<file path="src/rtl/cdt_pkg.sv">
package cdt_pkg;
  typedef enum logic [1:0] {
    SRC_REF  = 2'd0,
    SRC_DIV1 = 2'd1,
    SRC_DIV2 = 2'd2,
    SRC_DIV3 = 2'd3
  } tick_src_e;

  localparam int NUM_STAGES = 3;
endpackage

</file>
<file path="src/rtl/cdt_div_stage.sv">
module cdt_div_stage #(
  parameter int DIV = 64
) (
  input  logic clk,
  input  logic rst_n,
  input  logic restart,
  input  logic in_tick,
  output logic out_tick
);
  localparam int CW = (DIV > 1) ? $clog2(DIV) : 1;
  localparam logic [CW-1:0] LAST = CW'(DIV - 1);

  logic [CW-1:0] phase_q;

  always_ff @(posedge clk or negedge rst_n) begin
    if (!rst_n)
      phase_q <= '0;
    else if (restart)
      phase_q <= '0;
    else if (in_tick)
      phase_q <= (phase_q == LAST) ? '0 : phase_q + 1'b1;
  end

  assign out_tick = in_tick && (phase_q == LAST);
endmodule

</file>
<file path="src/rtl/cdt_prescaler.sv">
module cdt_prescaler
  import cdt_pkg::*;
#(
  parameter int DIV_A = 64,
  parameter int DIV_B = 64,
  parameter int DIV_C = 60
) (
  input  logic                  clk,
  input  logic                  rst_n,
  input  logic                  restart,
  input  logic                  ref_tick,
  output logic [NUM_STAGES:0]   ticks
);
  localparam int DIVS [NUM_STAGES] = '{DIV_A, DIV_B, DIV_C};

  assign ticks[0] = ref_tick;

  for (genvar g = 0; g < NUM_STAGES; g++) begin : g_stage
    cdt_div_stage #(.DIV(DIVS[g])) u_div (
      .clk     (clk),
      .rst_n   (rst_n),
      .restart (restart),
      .in_tick (ticks[g]),
      .out_tick(ticks[g+1])
    );
  end
endmodule

</file>
<file path="src/rtl/cdt_counter.sv">
module cdt_counter #(
  parameter int CNT_W = 8
) (
  input  logic             clk,
  input  logic             rst_n,
  input  logic             run,
  input  logic             tick,
  input  logic             load,
  input  logic [CNT_W-1:0] load_val,
  output logic [CNT_W-1:0] count,
  output logic             zero_evt
);
  localparam logic [CNT_W-1:0] ONE = CNT_W'(1);

  logic [CNT_W-1:0] reload_q;
  logic [CNT_W-1:0] count_q;

  always_ff @(posedge clk or negedge rst_n) begin
    if (!rst_n) begin
      count_q  <= '0;
      reload_q <= '0;
    end else if (load) begin
      count_q  <= load_val;
      reload_q <= load_val;
    end else if (run && tick) begin
      count_q  <= (count_q == '0) ? reload_q : count_q - 1'b1;
    end
  end

  assign count    = count_q;
  assign zero_evt = run && tick && !load && (count_q == ONE);
endmodule

</file>
<file path="src/rtl/cdt_irq.sv">
module cdt_irq (
  input  logic clk,
  input  logic rst_n,
  input  logic ref_tick,
  input  logic zero_evt,
  input  logic flag_clr,
  input  logic irq_en,
  input  logic pulse_mode,
  output logic flag,
  output logic irq
);
  logic flag_q;
  logic pulse_q;

  always_ff @(posedge clk or negedge rst_n) begin
    if (!rst_n)
      flag_q <= 1'b0;
    else if (zero_evt)
      flag_q <= 1'b1;
    else if (flag_clr)
      flag_q <= 1'b0;
  end

  always_ff @(posedge clk or negedge rst_n) begin
    if (!rst_n)
      pulse_q <= 1'b0;
    else if (zero_evt)
      pulse_q <= 1'b1;
    else if (ref_tick)
      pulse_q <= 1'b0;
  end

  assign flag = flag_q;
  assign irq  = irq_en && (pulse_mode ? pulse_q : flag_q);
endmodule

</file>
<file path="src/rtl/cdtimer_top.sv">
module cdtimer_top
  import cdt_pkg::*;
#(
  parameter int CNT_W = 8,
  parameter int DIV_A = 64,
  parameter int DIV_B = 64,
  parameter int DIV_C = 60
) (
  input  logic             clk,
  input  logic             rst_n,
  input  logic             ref_tick,
  input  logic             run_en,
  input  logic [1:0]       src_sel,
  input  logic             load_wr,
  input  logic [CNT_W-1:0] load_val,
  input  logic             irq_en,
  input  logic             pulse_mode,
  input  logic             flag_clr,
  output logic [CNT_W-1:0] count_o,
  output logic             flag_o,
  output logic             irq_o
);
  logic [NUM_STAGES:0] ticks;
  logic                sel_tick;
  logic                zero_evt;
  logic                restart;
  tick_src_e           src;

  assign restart = load_wr || !run_en;
  assign src     = tick_src_e'(src_sel);

  cdt_prescaler #(.DIV_A(DIV_A), .DIV_B(DIV_B), .DIV_C(DIV_C)) u_pre (
    .clk     (clk),
    .rst_n   (rst_n),
    .restart (restart),
    .ref_tick(ref_tick),
    .ticks   (ticks)
  );

  always_comb begin
    unique case (src)
      SRC_REF:  sel_tick = ticks[0];
      SRC_DIV1: sel_tick = ticks[1];
      SRC_DIV2: sel_tick = ticks[2];
      SRC_DIV3: sel_tick = ticks[3];
      default:  sel_tick = 1'b0;
    endcase
  end

  cdt_counter #(.CNT_W(CNT_W)) u_cnt (
    .clk     (clk),
    .rst_n   (rst_n),
    .run     (run_en),
    .tick    (sel_tick),
    .load    (load_wr),
    .load_val(load_val),
    .count   (count_o),
    .zero_evt(zero_evt)
  );

  cdt_irq u_irq (
    .clk       (clk),
    .rst_n     (rst_n),
    .ref_tick  (ref_tick),
    .zero_evt  (zero_evt),
    .flag_clr  (flag_clr),
    .irq_en    (irq_en),
    .pulse_mode(pulse_mode),
    .flag      (flag_o),
    .irq       (irq_o)
  );
endmodule

</file>
<file path="config.mk">
export PLATFORM = sky130hd
export DESIGN_NAME = cdtimer_top
export DESIGN_NICKNAME = d
export VERILOG_FILES = /design/src/rtl/cdt_pkg.sv /design/src/rtl/cdt_div_stage.sv /design/src/rtl/cdt_prescaler.sv /design/src/rtl/cdt_counter.sv /design/src/rtl/cdt_irq.sv /design/src/rtl/cdtimer_top.sv
export SDC_FILE = /design/constraint.sdc
export NUM_CORES = 1
export LEC_CHECK = 0
export ABC_AREA = 1
export BUFFER_PORTS_ARGS = -buffer_cell sky130_fd_sc_hd__buf_4
export CAP_MARGIN = 10
export CORE_ASPECT_RATIO = 0.6
export CORE_UTILIZATION = 35
export CTS_CLUSTER_SIZE = 16
export DETAILED_ROUTE_END_ITERATION = 8
export PLACE_DENSITY = 0.65
export SYNTH_ARGS = -nofsm -noshare
export SYNTH_HDL_FRONTEND = slang
export SYNTH_SLANG_ARGS = --single-unit
</file>
<file path="constraint.sdc">
create_clock -name clk -period 1.32 [get_ports clk]
set_input_delay 0.264 -clock clk [delete_from_list [all_inputs] [get_ports clk]]
set_output_delay 0.264 -clock clk [all_outputs]
set_load 0.03 [all_outputs]
</file>
### Word-level counts from Yosys, hierarchy flattened

Index checks and enable logic that the tools add are counted.

| storage, ports and cells | value |
|---|---|
| register bits | 36 |
| logic and storage cells | 54 |

| operators by class | value |
|---|---|
| reductions and logical operators | 18 |
| $add $sub $neg | 4 |
| eq/ne operators | 7 |
| muxes and demuxes | 18 |

Operators by type and width:

| operator | number |
|---|---|
| $mux 6 | 9 |
| $mux 8 | 3 |
| $add 6x1->6 const B | 3 |
| $eq 6x6->1 const B | 3 |
| $reduce_bool 2->1 | 6 |
| $eq 8x1->1 const B | 1 |
| $logic_not 8->1 | 1 |
| $sub 8x1->8 const B | 1 |
| $logic_and 1x1->1 | 7 |
| $mux 1 | 5 |
| $eq 2x2->1 const B | 2 |
| $pmux 1 s4 | 1 |
| $eq 2x1->1 const B | 1 |
| $logic_not 1->1 | 2 |
| $logic_not 2->1 | 1 |
| $logic_or 1x1->1 | 1 |

### Longest topological paths before layout

| depth | value |
|---|---|
| word-level depth | 9 |
| gate-level depth with buffers | 11 |

### Hierarchy

A second synthesis with hierarchy kept.

| unflattened totals | value |
|---|---|
| cells, all modules | 311 |
| area total of the unflattened synthesis | 2208.4 um2 |

By module, submodules not included:

| module | instances | cells an instance | area an instance (um2) | seq. area each (um2) |
|---|---|---|---|---|
| cdt_counter | 1 | 151 | 1047.3 | 400.4 |
| cdt_div_stage (u_pre.g_stage[0].u_div ...) | 2 | 41 | 321.6 | 150.1 |
| cdt_div_stage (u_pre.g_stage[2].u_div) | 1 | 51 | 362.8 | 150.1 |
| cdt_irq | 1 | 11 | 88.8 | 50.0 |
| cdtimer_top | 1 | 15 | 58.8 | 0.0 |
| cdt_prescaler | 1 | 1 | 7.5 | 0.0 |

### Least setup slack after synthesis

Ideal clock, no wire load.

| timing | value |
|---|---|
| kind | flip-flop to flip-flop |
| from | register u_cnt.count_q[0] (netlist: u_cnt.count[0]) |
| to | register u_cnt.count_q[0] (netlist: u_cnt.count[0]) |
| required time | 1202 ps |
| buffers on the path | 1 |
| setup slack | -226 ps |
| stages on the path, launching flop included | 11 |
| library setup time | 118 ps |
| data arrival time | 1429 ps |
| cells stage by stage | dfrtp_1 inv_1 ha_1 nand2_1 nor2_1 buf_2 a21oi_1 o21ai_0 nand2_1 nand2_1 nand2_1 |

| between the ends | value |
|---|---|
| word-level cells in the longest chain between the ends | 4 |
| elaborated cells on any way between the ends | 5 |

RTL lines:

| element | RTL line | text |
|---|---|---|
| start, declared | cdt_counter.sv:16 | `logic [CNT_W-1:0] count_q;` |
| start signal, assigned | cdt_counter.sv:23 | `count_q <= load_val;` |
| start signal, assigned | cdt_counter.sv:26 | `count_q <= (count_q == '0) ? reload_q : count_q - 1'b1;` |
| $sub 8x1->8 or $logic_not 8->1 (tied branches) | cdt_counter.sv:26 |  |
| $mux 8 * | cdt_counter.sv:26 |  |
| $mux 8 * | cdt_counter.sv:25 | `end else if (run && tick) begin` |
| $mux 8 * | cdt_counter.sv:22 | `end else if (load) begin` |

Every way passes the cells marked *; elsewhere a longest branch is shown, timed or not. The select of a mux whose other input is x is not followed.
A chain may end at the register's enable or synchronous reset.

### Worst setup path in the final report

| timing | value |
|---|---|
| from | register u_pre.g_stage[0].u_div.phase_q[1] |
| to | register u_cnt.count_q[0] (netlist: u_cnt.count[0]) |

| between the ends | value |
|---|---|
| word-level cells in the longest chain between the ends | 7 |

RTL lines:

| element | RTL line | text |
|---|---|---|
| start, declared | cdt_div_stage.sv:13 | `logic [CW-1:0] phase_q;` |
| start signal, assigned | cdt_div_stage.sv:21 | `phase_q <= (phase_q == LAST) ? '0 : phase_q + 1'b1;` |
| $eq 6x6->1 * | cdt_div_stage.sv:24 | `assign out_tick = in_tick && (phase_q == LAST);` |
| $logic_and 1x1->1 * | cdt_div_stage.sv:24 |  |
| $logic_and 1x1->1 (2 in a row) | cdt_div_stage.sv:24 |  |
| $pmux 1 s4 * | cdtimer_top.sv:41 | `unique case (src)` |
| $logic_and 1x1->1 * | cdt_counter.sv:25 |  |
| $reduce_bool 2->1 (no source line) * | - |  |

Every way passes the cells marked *; elsewhere a longest branch is shown, timed or not.

==> metrics.md <==
| Metric | Value |
|---|---|
| Leak pwr | `between 0.0015 and 0.002 µW` |
| Synth unique cells | `29` |
| Crit-path max FO | `8` |
| Overall routed net length | `between 5 and 6 mm` |
| Synth warn | `0` |
| Final period utilization | `116%` |
| Total GRT Usage | `between 10% and 20%` |
| Post-DR wirelength/cell | `11.9 µm` |
| Worst-Margin Slew | `463 ps` |
| Commonest non-fill, non-tap cell in the layout | `buf_4` |
| Failing checks | `DRC, setup timing` |
| RSZ-0062 raised after global routing | `yes` |
| GP Congestion | `0.833` |
| GRT overflow | `0` |
| Root buf cell | `clkbuf_8` |
| Setup WS pre-CTS | `-181 ps` |
| Htree depth | `2` |
| Crit path kind | `reg -> reg` |
| Crit end category | `flip-flop` |
| Sequential share of the synthesized area | `a little over two fifths` |
| Mapped Cells | `276` |
| Final core utilization | `54.6%` |
| M1 GR Usage | `between 20 and 30%` |
| Via/cell ratio | `between 4 and 5` |
| GR peak layer | `met1` |
| Final setup fails | `23` |
| Largest net degree at the start of global routing | `37` |
| CTS clk-pin slew, worst paths | `80 ps` |
| Layout Skew | `about 11 ps` |
| Worst hold endpoint | `u_irq.flag` |
| Maximum clock rate | `0.654 GHz` |
| M2 GR Usage | `24.6%` |
| # clock sinks | `36` |
| Worst reg2reg path depth | `11` |
| Vias in the first global route | `1,775` |
| Clk_lat worst skew | `approximately 300 ps` |
| Fin. max-slew vios | `0` |
| Nets | `391` |
| Setup_tns | `-3180 ps` |
| Antenna Cells | `0` |
| WP data arrival | `1760 ps` |
| Antenna violations before repair | `0` |
| Flop2flop setup slack | `-210 ps` |
| Hold Path Origin | `flag_clr` |
| Global-route met3 utilization | `under 10%` |
| Core area | `0.00562 mm²` |
| First-pass GRT wire length | `~8.3 mm` |
| # Max-Cap Violations | `0` |
| Routed Antenna Nets | `0` |
| Required time of the worst setup path | `1550 ps` |
| Die area | `between 0.006 and 0.007 mm²` |
| Area added between synthesis and finish | `49.6%` |
| Worst setup SP type | `flip-flop` |
| Synthesized Nets | `300` |
| DRC | `2` |
| Die height | `slightly above 60 µm` |
| Fillers | `~540` |
| Clock Path Buffers | `2` |
| Worst Hold Class | `in -> reg` |
| Port Buf Inserts | `27` |
| Cell Area, Synth | `between 0.002 and 0.0025 mm²` |
| Commonest non-fill, non-tap cells in the layout | `86 x buf_4, 68 x nand2_1, 30 x dfrtp_1, 27 x nor2_1, 24 x inv_1` |
| Fin. Hold Viols | `0` |
| Worst R2R Start | `u_pre.g_stage[0].u_div.phase_q[1]` |
| Detailed-placement wirelength estimate | `about 3.9 mm` |
| Row cnt | `21` |
| Syn avg cell area | `approximately 7.4 µm²` |
| Initial Util | `roughly 36%` |
| Status | `complete, but fails checks` |
| TritonCTS Buffers | `5` |
| CTS tree | `done` |
| Worst Setup SP | `u_pre.g_stage[0].u_div.phase_q[1]` |
| Die W | `101 µm` |
| DRT Pass-1 Iters | `8` |
| Hold Crit Depth | `2` |
| Worst R2R End | `u_cnt.count[0]` |
| Initial DRC Count | `roughly 130` |
| Via count | `about 2.1k` |
| Seq cells post-synth | `36` |
| Num ports | `28` |
| Worst slew margin | `between 60% and 70%` |
| Layout cell share with drive strength beyond 1 | `40.2%` |
| Tmin final | `1530 ps` |
| VDD IR-drop max | `0.000449 V` |
| PwrDens | `roughly 1000 mW/mm²` |
| Fin worst setup slack | `-209 ps` |
worst max path at each step:
stage                                   endpoint  cells past startpoint
2_1_floorplan                     u_cnt.count[0]                     10
3_3_place_gp                      u_cnt.count[7]                      9
3_5_place_dp   u_pre.g_stage[2].u_div.phase_q[3]                      7
4_1_cts        u_pre.g_stage[2].u_div.phase_q[3]                      7
5_1_grt                           u_cnt.count[0]                     11
6_report                          u_cnt.count[0]                     11
metal layers:
layer	vias up	part of all wire (%)
met2	40	43
met5	-	0
met4	0	1.1
met3	8	3.9
li1	1071	-
met1	965	52
kinds of logic after synthesis:
kind of cell | count (synthesis) | share of synthesized area (%)
adder cells (fa/ha/maj) | 6 | 3.66
AO/OA/AOI/OAI | 44 | 11.7
buffers and inverters | 36 | 6.71
AND/OR/NAND/NOR | 151 | 32.8
XOR/XNOR | 3 | 1.28
flip-flops | 36 | 43.9
sequential cells by signal, summed over array words and instances (netlist names):
name,cells
u_pre.g_stage.u_div.phase_q,18
u_cnt.count,8
u_cnt.reload_q,8
u_irq.flag,1
u_irq.pulse_q,1
metrics by stage:
stage	power, µW	hold WS [ps]	cell area, µm²	instances
finish	3070	126	3070	448
global route	3250	126	3070	448
CTS	3050	124	2930	442
detailed placement	2240	262	2760	429
global placement	2230	256	2760	429
floorplan	1750	-31.6	2100	276
cell usage after synthesis:
library cell  count  share of area (%)
a21oi_1          16                3.9
a21oi_2           1               0.43
and2_1            1               0.31
buf_1             1               0.18
buf_2             2               0.49
clkbuf_1          2               0.37
dfrtp_1          36                 44
ha_1              6                3.7
inv_1            29                5.3
inv_2             2               0.37
nand2_1          80                 15
nand2_2           3               0.92
nand2_4           2                1.1
nand3_1          24                5.9
nand3_4           1               0.85
nand3b_1          2               0.73
nand4_1           2               0.61
nor2_1           30                5.5
nor2_2            1               0.31
nor2_4            2                1.1
nor3_1            2               0.49
nor3b_1           1               0.37
o21a_1            4                1.5
o21ai_0          20                4.9
o21ai_1           1               0.24
o21ai_2           1               0.43
o22ai_1           1               0.31
xnor2_1           1               0.43
xor2_1            2               0.85
cell type report:
type | count | area, µm² | area share, %
flip-flops and latches | 36 | 908 | 29.6
clock inverters | 1 | 5.00 | 0.163
multi-input cells | 205 | 1190 | 38.9
inverters | 31 | 116 | 3.79
well taps | 80 | 100 | 3.26
clock buffers | 7 | 76.3 | 2.49
repair buffers | 88 | 667 | 21.7
report_power, final:
part / leakage, µW / internal [µW] / switching [µW]
Combinational: 0.00105 / 475 / 585
Sequential: 0.000468 / 1180 / 45.6
Clock: 0.0000422 / 371 / 408
Total: 0.00156 / 2030 / 1040
critical path: stages (launching register included):
cell and delay (ps):
dfrtp_1 410, ha_4 160, nand2_2 50, inv_2 70, nand3_4 140, nor2_4 150
nand2_2 80, nand2_4 110, nand2_8 80, nand2_8 110, nand2_1 60, nand2_1 60
what timing repair did:
item                                    4_1_cts  5_1_grt
endpoints found under the setup margin       23       27
resized for setup                            18       26
pin swaps                                     3       16
hold endpoints to repair                     36        0
hold buffers                                  1        0
cloned                                        1        0
setup buffers                                 3        7
(Power assumes the default switching activity.)
